**src/rtl/galois_seqgen_pkg.sv**
```systemverilog
package galois_seqgen_pkg;
  localparam int ADDR_W = 2;

  typedef enum logic [ADDR_W-1:0] {
    RA_CTRL  = 2'd0,
    RA_TAPS  = 2'd1,
    RA_SEED  = 2'd2,
    RA_LIMIT = 2'd3
  } reg_addr_e;
endpackage

```
**src/rtl/lfsr_regs.sv**
```systemverilog
module lfsr_regs
  import galois_seqgen_pkg::*;
#(
  parameter int W = 8
) (
  input  logic              clk,
  input  logic              rst,
  input  logic              wr_en,
  input  logic [ADDR_W-1:0] wr_addr,
  input  logic [W-1:0]      wr_data,
  output logic              run_q,
  output logic              run_d,
  output logic [W-1:0]      taps_q,
  output logic [W-1:0]      taps_d,
  output logic [W-1:0]      limit_q,
  output logic [W-1:0]      limit_d,
  output logic              seed_ld
);
  always_comb begin
    run_d   = run_q;
    taps_d  = taps_q;
    limit_d = limit_q;
    seed_ld = 1'b0;
    if (wr_en) begin
      case (reg_addr_e'(wr_addr))
        RA_CTRL:  run_d = wr_data[0];
        RA_TAPS:  if (!run_q) taps_d = wr_data;
        RA_SEED:  seed_ld = !run_q;
        RA_LIMIT: limit_d = wr_data;
        default:  ;
      endcase
    end
  end

  always_ff @(posedge clk) begin
    if (rst) begin
      run_q   <= 1'b0;
      taps_q  <= '0;
      limit_q <= '1;
    end else begin
      run_q   <= run_d;
      taps_q  <= taps_d;
      limit_q <= limit_d;
    end
  end
endmodule

```
**src/rtl/lfsr_tapdec.sv**
```systemverilog
module lfsr_tapdec #(
  parameter int W  = 8,
  parameter int LW = $clog2(W + 1)
) (
  input  logic [W-1:0]  taps,
  input  logic [W-1:0]  val,
  output logic [LW-1:0] len,
  output logic [W-1:0]  mask,
  output logic          top
);
  always_comb begin
    len = '0;
    for (int i = 0; i < W; i++) begin
      if (taps[i]) len = LW'(i + 1);
    end
  end

  always_comb begin
    top = 1'b0;
    for (int i = 0; i < W; i++) begin
      if (LW'(i + 1) == len) top = val[i];
    end
  end

  for (genvar g = 0; g < W; g++) begin : g_mask
    assign mask[g] = (LW'(g) < len);
  end
endmodule

```
**src/rtl/lfsr_step.sv**
```systemverilog
module lfsr_step #(
  parameter int W  = 8,
  parameter int LW = $clog2(W + 1)
) (
  input  logic [W-1:0]  cur,
  input  logic [W-1:0]  taps,
  input  logic          din,
  input  logic          run,
  output logic [W-1:0]  nxt,
  output logic [LW-1:0] len
);
  logic [W-1:0] mask;
  logic         top;
  logic         fb;
  logic [W-1:0] shifted;
  logic [W-1:0] fold;

  lfsr_tapdec #(.W(W), .LW(LW)) u_dec (
    .taps (taps),
    .val  (cur),
    .len  (len),
    .mask (mask),
    .top  (top)
  );

  assign fb      = top ^ din;
  assign shifted = {cur[W-2:0], 1'b0} & mask;
  assign fold    = {taps[W-2:0], 1'b1} & mask;

  always_comb begin
    if (run && (len != '0)) nxt = shifted ^ ({W{fb}} & fold);
    else                    nxt = cur;
  end
endmodule

```
**src/rtl/lfsr_cmp.sv**
```systemverilog
module lfsr_cmp #(
  parameter int W = 8
) (
  input  logic         clk,
  input  logic         rst,
  input  logic [W-1:0] state_d,
  input  logic [W-1:0] limit_d,
  output logic         cmp_o,
  output logic         irq_o
);
  logic hit;

  assign hit = (state_d >= limit_d);

  always_ff @(posedge clk) begin
    if (rst) begin
      cmp_o <= 1'b0;
      irq_o <= 1'b0;
    end else begin
      cmp_o <= hit;
      irq_o <= hit && !cmp_o;
    end
  end
endmodule

```
**src/rtl/galois_seqgen.sv**
```systemverilog
module galois_seqgen
  import galois_seqgen_pkg::*;
#(
  parameter int W = 8
) (
  input  logic              clk,
  input  logic              rst,
  input  logic              wr_en,
  input  logic [ADDR_W-1:0] wr_addr,
  input  logic [W-1:0]      wr_data,
  input  logic              din,
  output logic [W-1:0]      state_o,
  output logic              ser_o,
  output logic              cmp_o,
  output logic              irq_o
);
  localparam int LW = $clog2(W + 1);

  logic          run_q, run_d, seed_ld;
  logic [W-1:0]  taps_q, taps_d, limit_q, limit_d;
  logic [W-1:0]  step_nxt, state_d;
  logic [LW-1:0] cur_len, nxt_len;
  logic [W-1:0]  nxt_mask;
  logic          nxt_top;

  lfsr_regs #(.W(W)) u_regs (
    .clk     (clk),
    .rst     (rst),
    .wr_en   (wr_en),
    .wr_addr (wr_addr),
    .wr_data (wr_data),
    .run_q   (run_q),
    .run_d   (run_d),
    .taps_q  (taps_q),
    .taps_d  (taps_d),
    .limit_q (limit_q),
    .limit_d (limit_d),
    .seed_ld (seed_ld)
  );

  lfsr_step #(.W(W), .LW(LW)) u_step (
    .cur  (state_o),
    .taps (taps_q),
    .din  (din),
    .run  (run_q),
    .nxt  (step_nxt),
    .len  (cur_len)
  );

  assign state_d = seed_ld ? wr_data : step_nxt;

  lfsr_tapdec #(.W(W), .LW(LW)) u_serdec (
    .taps (taps_d),
    .val  (state_d),
    .len  (nxt_len),
    .mask (nxt_mask),
    .top  (nxt_top)
  );

  always_ff @(posedge clk) begin
    if (rst) begin
      state_o <= '0;
      ser_o   <= 1'b0;
    end else begin
      state_o <= state_d;
      ser_o   <= nxt_top;
    end
  end

  lfsr_cmp #(.W(W)) u_cmp (
    .clk     (clk),
    .rst     (rst),
    .state_d (state_d),
    .limit_d (limit_d),
    .cmp_o   (cmp_o),
    .irq_o   (irq_o)
  );
endmodule

```
**config.mk**
```make
export PLATFORM = sky130hd
export DESIGN_NAME = galois_seqgen
export DESIGN_NICKNAME = d
export VERILOG_FILES = /design/src/rtl/galois_seqgen_pkg.sv /design/src/rtl/lfsr_regs.sv /design/src/rtl/lfsr_tapdec.sv /design/src/rtl/lfsr_step.sv /design/src/rtl/lfsr_cmp.sv /design/src/rtl/galois_seqgen.sv
export SDC_FILE = /design/constraint.sdc
export NUM_CORES = 1
export LEC_CHECK = 0
export CAP_MARGIN = 20
export CORE_MARGIN = 5
export CORE_UTILIZATION = 32
export CTS_CLUSTER_DIAMETER = 120
export DETAILED_ROUTE_END_ITERATION = 12
export PLACE_DENSITY = 0.5
export SYNTH_ARGS = -nofsm -noshare
export SYNTH_HDL_FRONTEND = slang
export SYNTH_HIERARCHICAL = 1
export SYNTH_SLANG_ARGS = --single-unit
export TNS_END_PERCENT = 5
```
**constraint.sdc**
```tcl
create_clock -name clk -period 7.8 [get_ports clk]
set_clock_uncertainty 0.15 [all_clocks]
set_input_delay 0.78 -clock clk [delete_from_list [all_inputs] [get_ports clk]]
set_output_delay 0.78 -clock clk [all_outputs]
set_load 0.05 [all_outputs]
```
==> Word level (Yosys, flattened, before mapping) <==
Index checks and enable logic that the tools add are counted.
{ "classes": {"n_eq_ne": 19, "magnitude_cmp": 9, "muxes": 41, "n_reduce_logical": 7, "bitwise": 5} }
{ "op_table": {"columns": ["op", "n"], "rows": [
  ["2-to-1 mux 8 bit", 7],
  ["equality test 3 x 4 -> 1 bit, first input constant", 8],
  ["2-to-1 mux 4 bit", 8],
  ["AND 8 bit", 3],
  ["2-to-1 mux 1 bit", 20],
  ["equality test 2 x 4 -> 1 bit, first input constant", 4],
  ["less-than comparator 3 x 4 -> 1 bit, first input constant", 4],
  ["2-to-1 mux 3 bit", 4],
  ["equality test 1 x 4 -> 1 bit, first input constant", 2],
  ["equality test 4 bit, first input constant", 2],
  ["greater-or-equal comparator 8 bit", 1],
  ["less-than comparator 1 x 4 -> 1 bit, first input constant", 2],
  ["less-than comparator 2 x 4 -> 1 bit, first input constant", 2],
  ["XOR 8 bit", 1],
  ["equality test 2 bit, second input constant", 2],
  ["2-to-1 mux 2 bit", 2],
  ["nonzero test 4 bit", 1],
  ["equality test 2 x 1 -> 1 bit, second input constant", 1],
  ["logical AND 1 bit", 2],
  ["logical NOT 1 bit", 2],
  ["logical NOT 2 bit", 1],
  ["AND reduction 2 bit", 1],
  ["XOR 1 bit", 1]
]} }
{ "word_totals": {"regBits": 28, "out_inout_bits": 11, "input_bits": 14} }

==> Logic depth before layout (Yosys ltp) <==
{ "depth": {"depth_word": 30, "depth_mapped": 14, "mapped_depth_nobuf": 13} }

==> Hierarchy <==
Netlist, hierarchy kept.
{ "modules_own_cells": {"columns": ["mod", "instances", "cells_each", "seq_area_each_um2", "area_per_inst_um2"], "rows": [
  ["lfsr_regs", 1, 96, 340.3, 954.7],
  ["lfsr_tapdec", 2, 35, 0.0, 216.5],
  ["galois_seqgen", 1, 27, 180.2, 367.9],
  ["lfsr_step", 1, 42, 0.0, 295.3],
  ["lfsr_cmp", 1, 29, 40.0, 272.8]
]} }

==> Worst setup path before layout <==
No wires, ideal clock.
{ "synth_path": {"path_type": "reg-to-reg", "start": "register u_regs.taps_q[4]", "end": "register u_cmp.irq_o", "stages_incl_launch_ff": 15, "slack_ns": 4.298, "synth_period_minus_slack_ns": 3.502, "arrival_time_ns": 3.210, "path_cell_list": "dfxtp_1 nor2_1 a211oi_1 a221oi_1 o311ai_1 xor2_1 clkbuf_1 nand2_1 o21ai_0 mux2_4 inv_1 ha_1 nand2b_1 a2111oi_4 o32ai_1"} }
{ "synth_between": {"elab_chain_cells": 20, "elab_cells_between_ends": 39, "cone_classes": "order compare: 9; eq/ne: 8; mux: 14; bitwise: 5; reduce/logical: 3"} }
{ "synth_rtl": {"columns": ["element", "line_no", "rtl"], "rows": [
  ["start, declared", "lfsr_regs.sv:13", "output logic [W-1:0] taps_q,"],
  ["start signal, assigned", "lfsr_regs.sv:42", "taps_q <= taps_d;"],
  ["2-to-1 mux 4 bit * (4 in a row)", "lfsr_tapdec.sv:14", "if (taps[i]) len = LW'(i + 1);"],
  ["equality test 1 x 4 -> 1 bit", "lfsr_tapdec.sv:21", "if (LW'(i + 1) == len) top = val[i];"],
  ["2-to-1 mux 1 bit (7 in a row)", "lfsr_tapdec.sv:21", null],
  ["2-to-1 mux 1 bit *", "lfsr_tapdec.sv:21", null],
  ["named net u_step.top", "lfsr_step.sv:13", "logic top;"],
  ["XOR 1 bit *", "lfsr_step.sv:26", "assign fb = top ^ din;"],
  ["AND 8 bit *", "lfsr_step.sv:31", "if (run && (len != '0)) nxt = shifted ^ ({W{fb}} & fold);"],
  ["XOR 8 bit *", "lfsr_step.sv:31", null],
  ["2-to-1 mux 8 bit *", "lfsr_step.sv:31", null],
  ["named net step_nxt[0]", "galois_seqgen.sv:21", "logic [W-1:0] step_nxt, state_d;"],
  ["2-to-1 mux 8 bit *", "galois_seqgen.sv:50", "assign state_d = seed_ld ? wr_data : step_nxt;"],
  ["named net state_d[0]", "galois_seqgen.sv:21", null],
  ["greater-or-equal comparator 8 bit *", "lfsr_cmp.sv:13", "assign hit = (state_d >= limit_d);"],
  ["logical AND 1 bit *", "lfsr_cmp.sv:21", "irq_o <= hit && !cmp_o;"],
  ["end signal, assigned", "lfsr_cmp.sv:21", null],
  ["end, declared", "lfsr_cmp.sv:9", "output logic irq_o"]
]} }
Mark *: on every way through the listed nets, which the timed path passes. The rest lies on a longest branch.
A chain may end at the register's enable or synchronous reset.

==> Worst setup path in the final report <==
Same ends and word-level chain as after synthesis.

==> flow_metrics.env <==
export IMPL_cts_clk_slew_worst_paths_ns=0.10
export IMPL_cts_tree="done"
export IMPL_num_io_pins=25
export IMPL_slew_headroom=0.273
export IMPL_cts_setup_buffers=0
export IMPL_antennaDiodeCount=0
export IMPL_min_period_ns=4.19
export IMPL_stdcell_area_um2=2590
export IMPL_cts_htree_levels=1
export IMPL_grt_overflow=0
export IMPL_power_density_nw_per_um2=134
export IMPL_worstReg2RegEnd="u_cmp/irq_o"
export IMPL_layout_drive_gt1_share=0.160
export IMPL_port_buffers=24
export IMPL_initial_core_util=0.330
export IMPL_synth_area_per_cell_um2=8.96
export IMPL_cp_data_required_time_ns=7.81
export IMPL_drt_iter0_markers=71
export IMPL_worstSkewPairLatency_ns=0.28
export IMPL_clock_sinks=28
export IMPL_grt_setup_unrepaired="no"
export IMPL_total_power_uw=347
export IMPL_rr_worst_depth=13
export IMPL_hold_path_class="reg -> reg"
export IMPL_multi_input_area_um2=1520
export IMPL_clock_tree_root_cell="clkbuf_8"
export IMPL_holdBufCountCts=0
export IMPL_post_cts_resized=0
export IMPL_power_switching_uw=108
export IMPL_critPathMaxFanout=15
export IMPL_ctsLongestPathBuffers=2
export IMPL_regArea_um2=561
export IMPL_end_kind="flop"
export IMPL_die_area_um2=8780
export IMPL_post_dp_cell_area_um2=2540
export IMPL_pwr_share_comb=0.280
export IMPL_clkPwrFrac=0.272
export IMPL_fmax_mhz=239
export IMPL_grt_pass1_vias=1697
export IMPL_viasPerCell=4.91
export IMPL_final_cells=365
export IMPL_min_period_over_period=0.537
export IMPL_syn_nets=272
export IMPL_final_max_slew_viol_count=0
export IMPL_gp_congestion=0.747
export IMPL_grt_max_degree=46
export IMPL_nNetsFinal=292
export IMPL_antenna_found_initial=0
export IMPL_ys_warn_count=6
export IMPL_drtAntennaViolNets=0
export IMPL_area_growth_pct=15.6
export IMPL_synth_area_um2=2240
export IMPL_coreArea_um2=6790
export IMPL_grt_use_total=0.120
export IMPL_finalHoldViolCount=0
export IMPL_arrival_ns=4.20
export IMPL_die_width_um=93.7
export IMPL_hold_ws_ns=0.368
export IMPL_synthCells=250
export IMPL_fillers=718
export IMPL_swShare=0.310
export IMPL_wl_mm=5.22
export IMPL_avgRoutedWirePerCell_um=14.3
export IMPL_dp_hpwl_mm=3.96
export IMPL_status="completed"
export IMPL_seq_power_share=0.447
export IMPL_grt_pass1_wl_mm=8.52
export IMPL_max_vdd_ir_drop_v=0.0000702
export IMPL_holdPathStages=2
export IMPL_path_class="reg -> reg"
export IMPL_start_kind="flop"
export IMPL_dp_cells=361
export IMPL_drt_pass1_iter_count=4
export IMPL_cts_made_buffers=3
export IMPL_setup_viol=0
export IMPL_holdCritStartpoint="u_regs/limit_q[4]"
export IMPL_fp_dieH_um=93.7
export IMPL_rows=30
export IMPL_drc=0
export IMPL_p_int_uw=240
export IMPL_num_vias=1792
export IMPL_p_leak_uw=0.00109
export IMPL_whs_endpoint="u_regs/limit_q[4]"
export IMPL_drv_cap=0
export IMPL_r2r_slack_ns=3.61
export IMPL_timing_rr_start="u_regs/taps_q[4]"
export IMPL_final_setup_tns_ns=0
export IMPL_max_slew_worst_pin_slew_ns=1.09
-- critical path, cell delays in order (launching register included) --
cell       delay [ns]
dfxtp_1          0.60
nor2b_1          0.13
a211oi_1         0.30
a221oi_1         0.16
o311ai_1         0.33
xor2_1           0.87
nand2_1          0.10
o21ai_0          0.21
mux2_4           0.20
inv_1            0.04
ha_1             0.25
nand2b_1         0.18
a2111oi_4        0.38
o32ai_1          0.16
-- flip-flops by register name, indices dropped and copies added (netlist names) --
name,count
u_regs/limit_q,8
u_cmp/irq_o,1
u_regs/run_q,1
ser_o,1
u_regs/taps_q,8
u_cmp/cmp_o,1
state_o,8
-- metrics by stage --
| step | worst slack (ns) | util |
|---|---|---|
| floorplan | 4.30 | - |
| global placement | 3.66 | 0.373 |
| detailed placement | 3.66 | 0.373 |
| CTS | 3.59 | 0.381 |
| global route | 3.36 | 0.381 |
| finish | 3.61 | 0.381 |
-- worst max path at each step --
stage,cells after the start,to,start
final,13,u_cmp/irq_o,u_regs/taps_q[4]
after CTS,13,u_cmp/irq_o,u_regs/taps_q[4]
after detailed placement,13,u_cmp/irq_o,u_regs/taps_q[4]
after global placement,13,u_cmp/irq_o,u_regs/taps_q[4]
after floorplan,14,u_cmp/irq_o,u_regs/taps_q[4]
after global routing,13,u_cmp/irq_o,u_regs/taps_q[4]
-- cell type report --
| class | instances | share of cell area |
|---|---|---|
| multi-input cells | 190 | 0.587 |
| flip-flops and latches | 28 | 0.216 |
| inverters | 21 | 0.0304 |
| clock buffers | 4 | 0.0212 |
| repair buffers | 26 | 0.0985 |
| well taps | 96 | 0.0464 |
-- cell usage in the layout (no fill, tap or decap), drive strengths merged, types with 2 or more instances in the layout --
cell type,n
a21o,8
mux2,26
nand2b,20
buf,2
nor2,25
nand3,2
or3,2
a221oi,2
clkbuf,4
a211oi,2
dfxtp,28
mux2i,24
o31ai,2
a21oi,10
o21ai,4
o311ai,2
nand2,10
a2bb2oi,2
nor2b,13
a22oi,2
clkdlybuf4s50,24
nor3,3
inv,21
a31oi,7
ha,8
or2,3
-- routing by layer --
metal,track usage,vias to the layer above,share of wire
met5,0,-,0
met3,0.0144,4,0.034
met1,0.173,841,0.52
met4,0.0289,0,0.0073
li1,-,918,-
met2,0.191,29,0.44
-- power groups by stage --
stage / logic [uW] / registers, uW / clock network [uW]
finish: 97.3 / 155 / 94.6
global route: 107 / 157 / 106
CTS: 98.2 / 156 / 99.0
detailed placement: 97.2 / 159 / 0
global placement: 97.0 / 159 / 0
floorplan: 64.7 / 164 / 0
No activity file was read; power rests on OpenSTA's default activity.
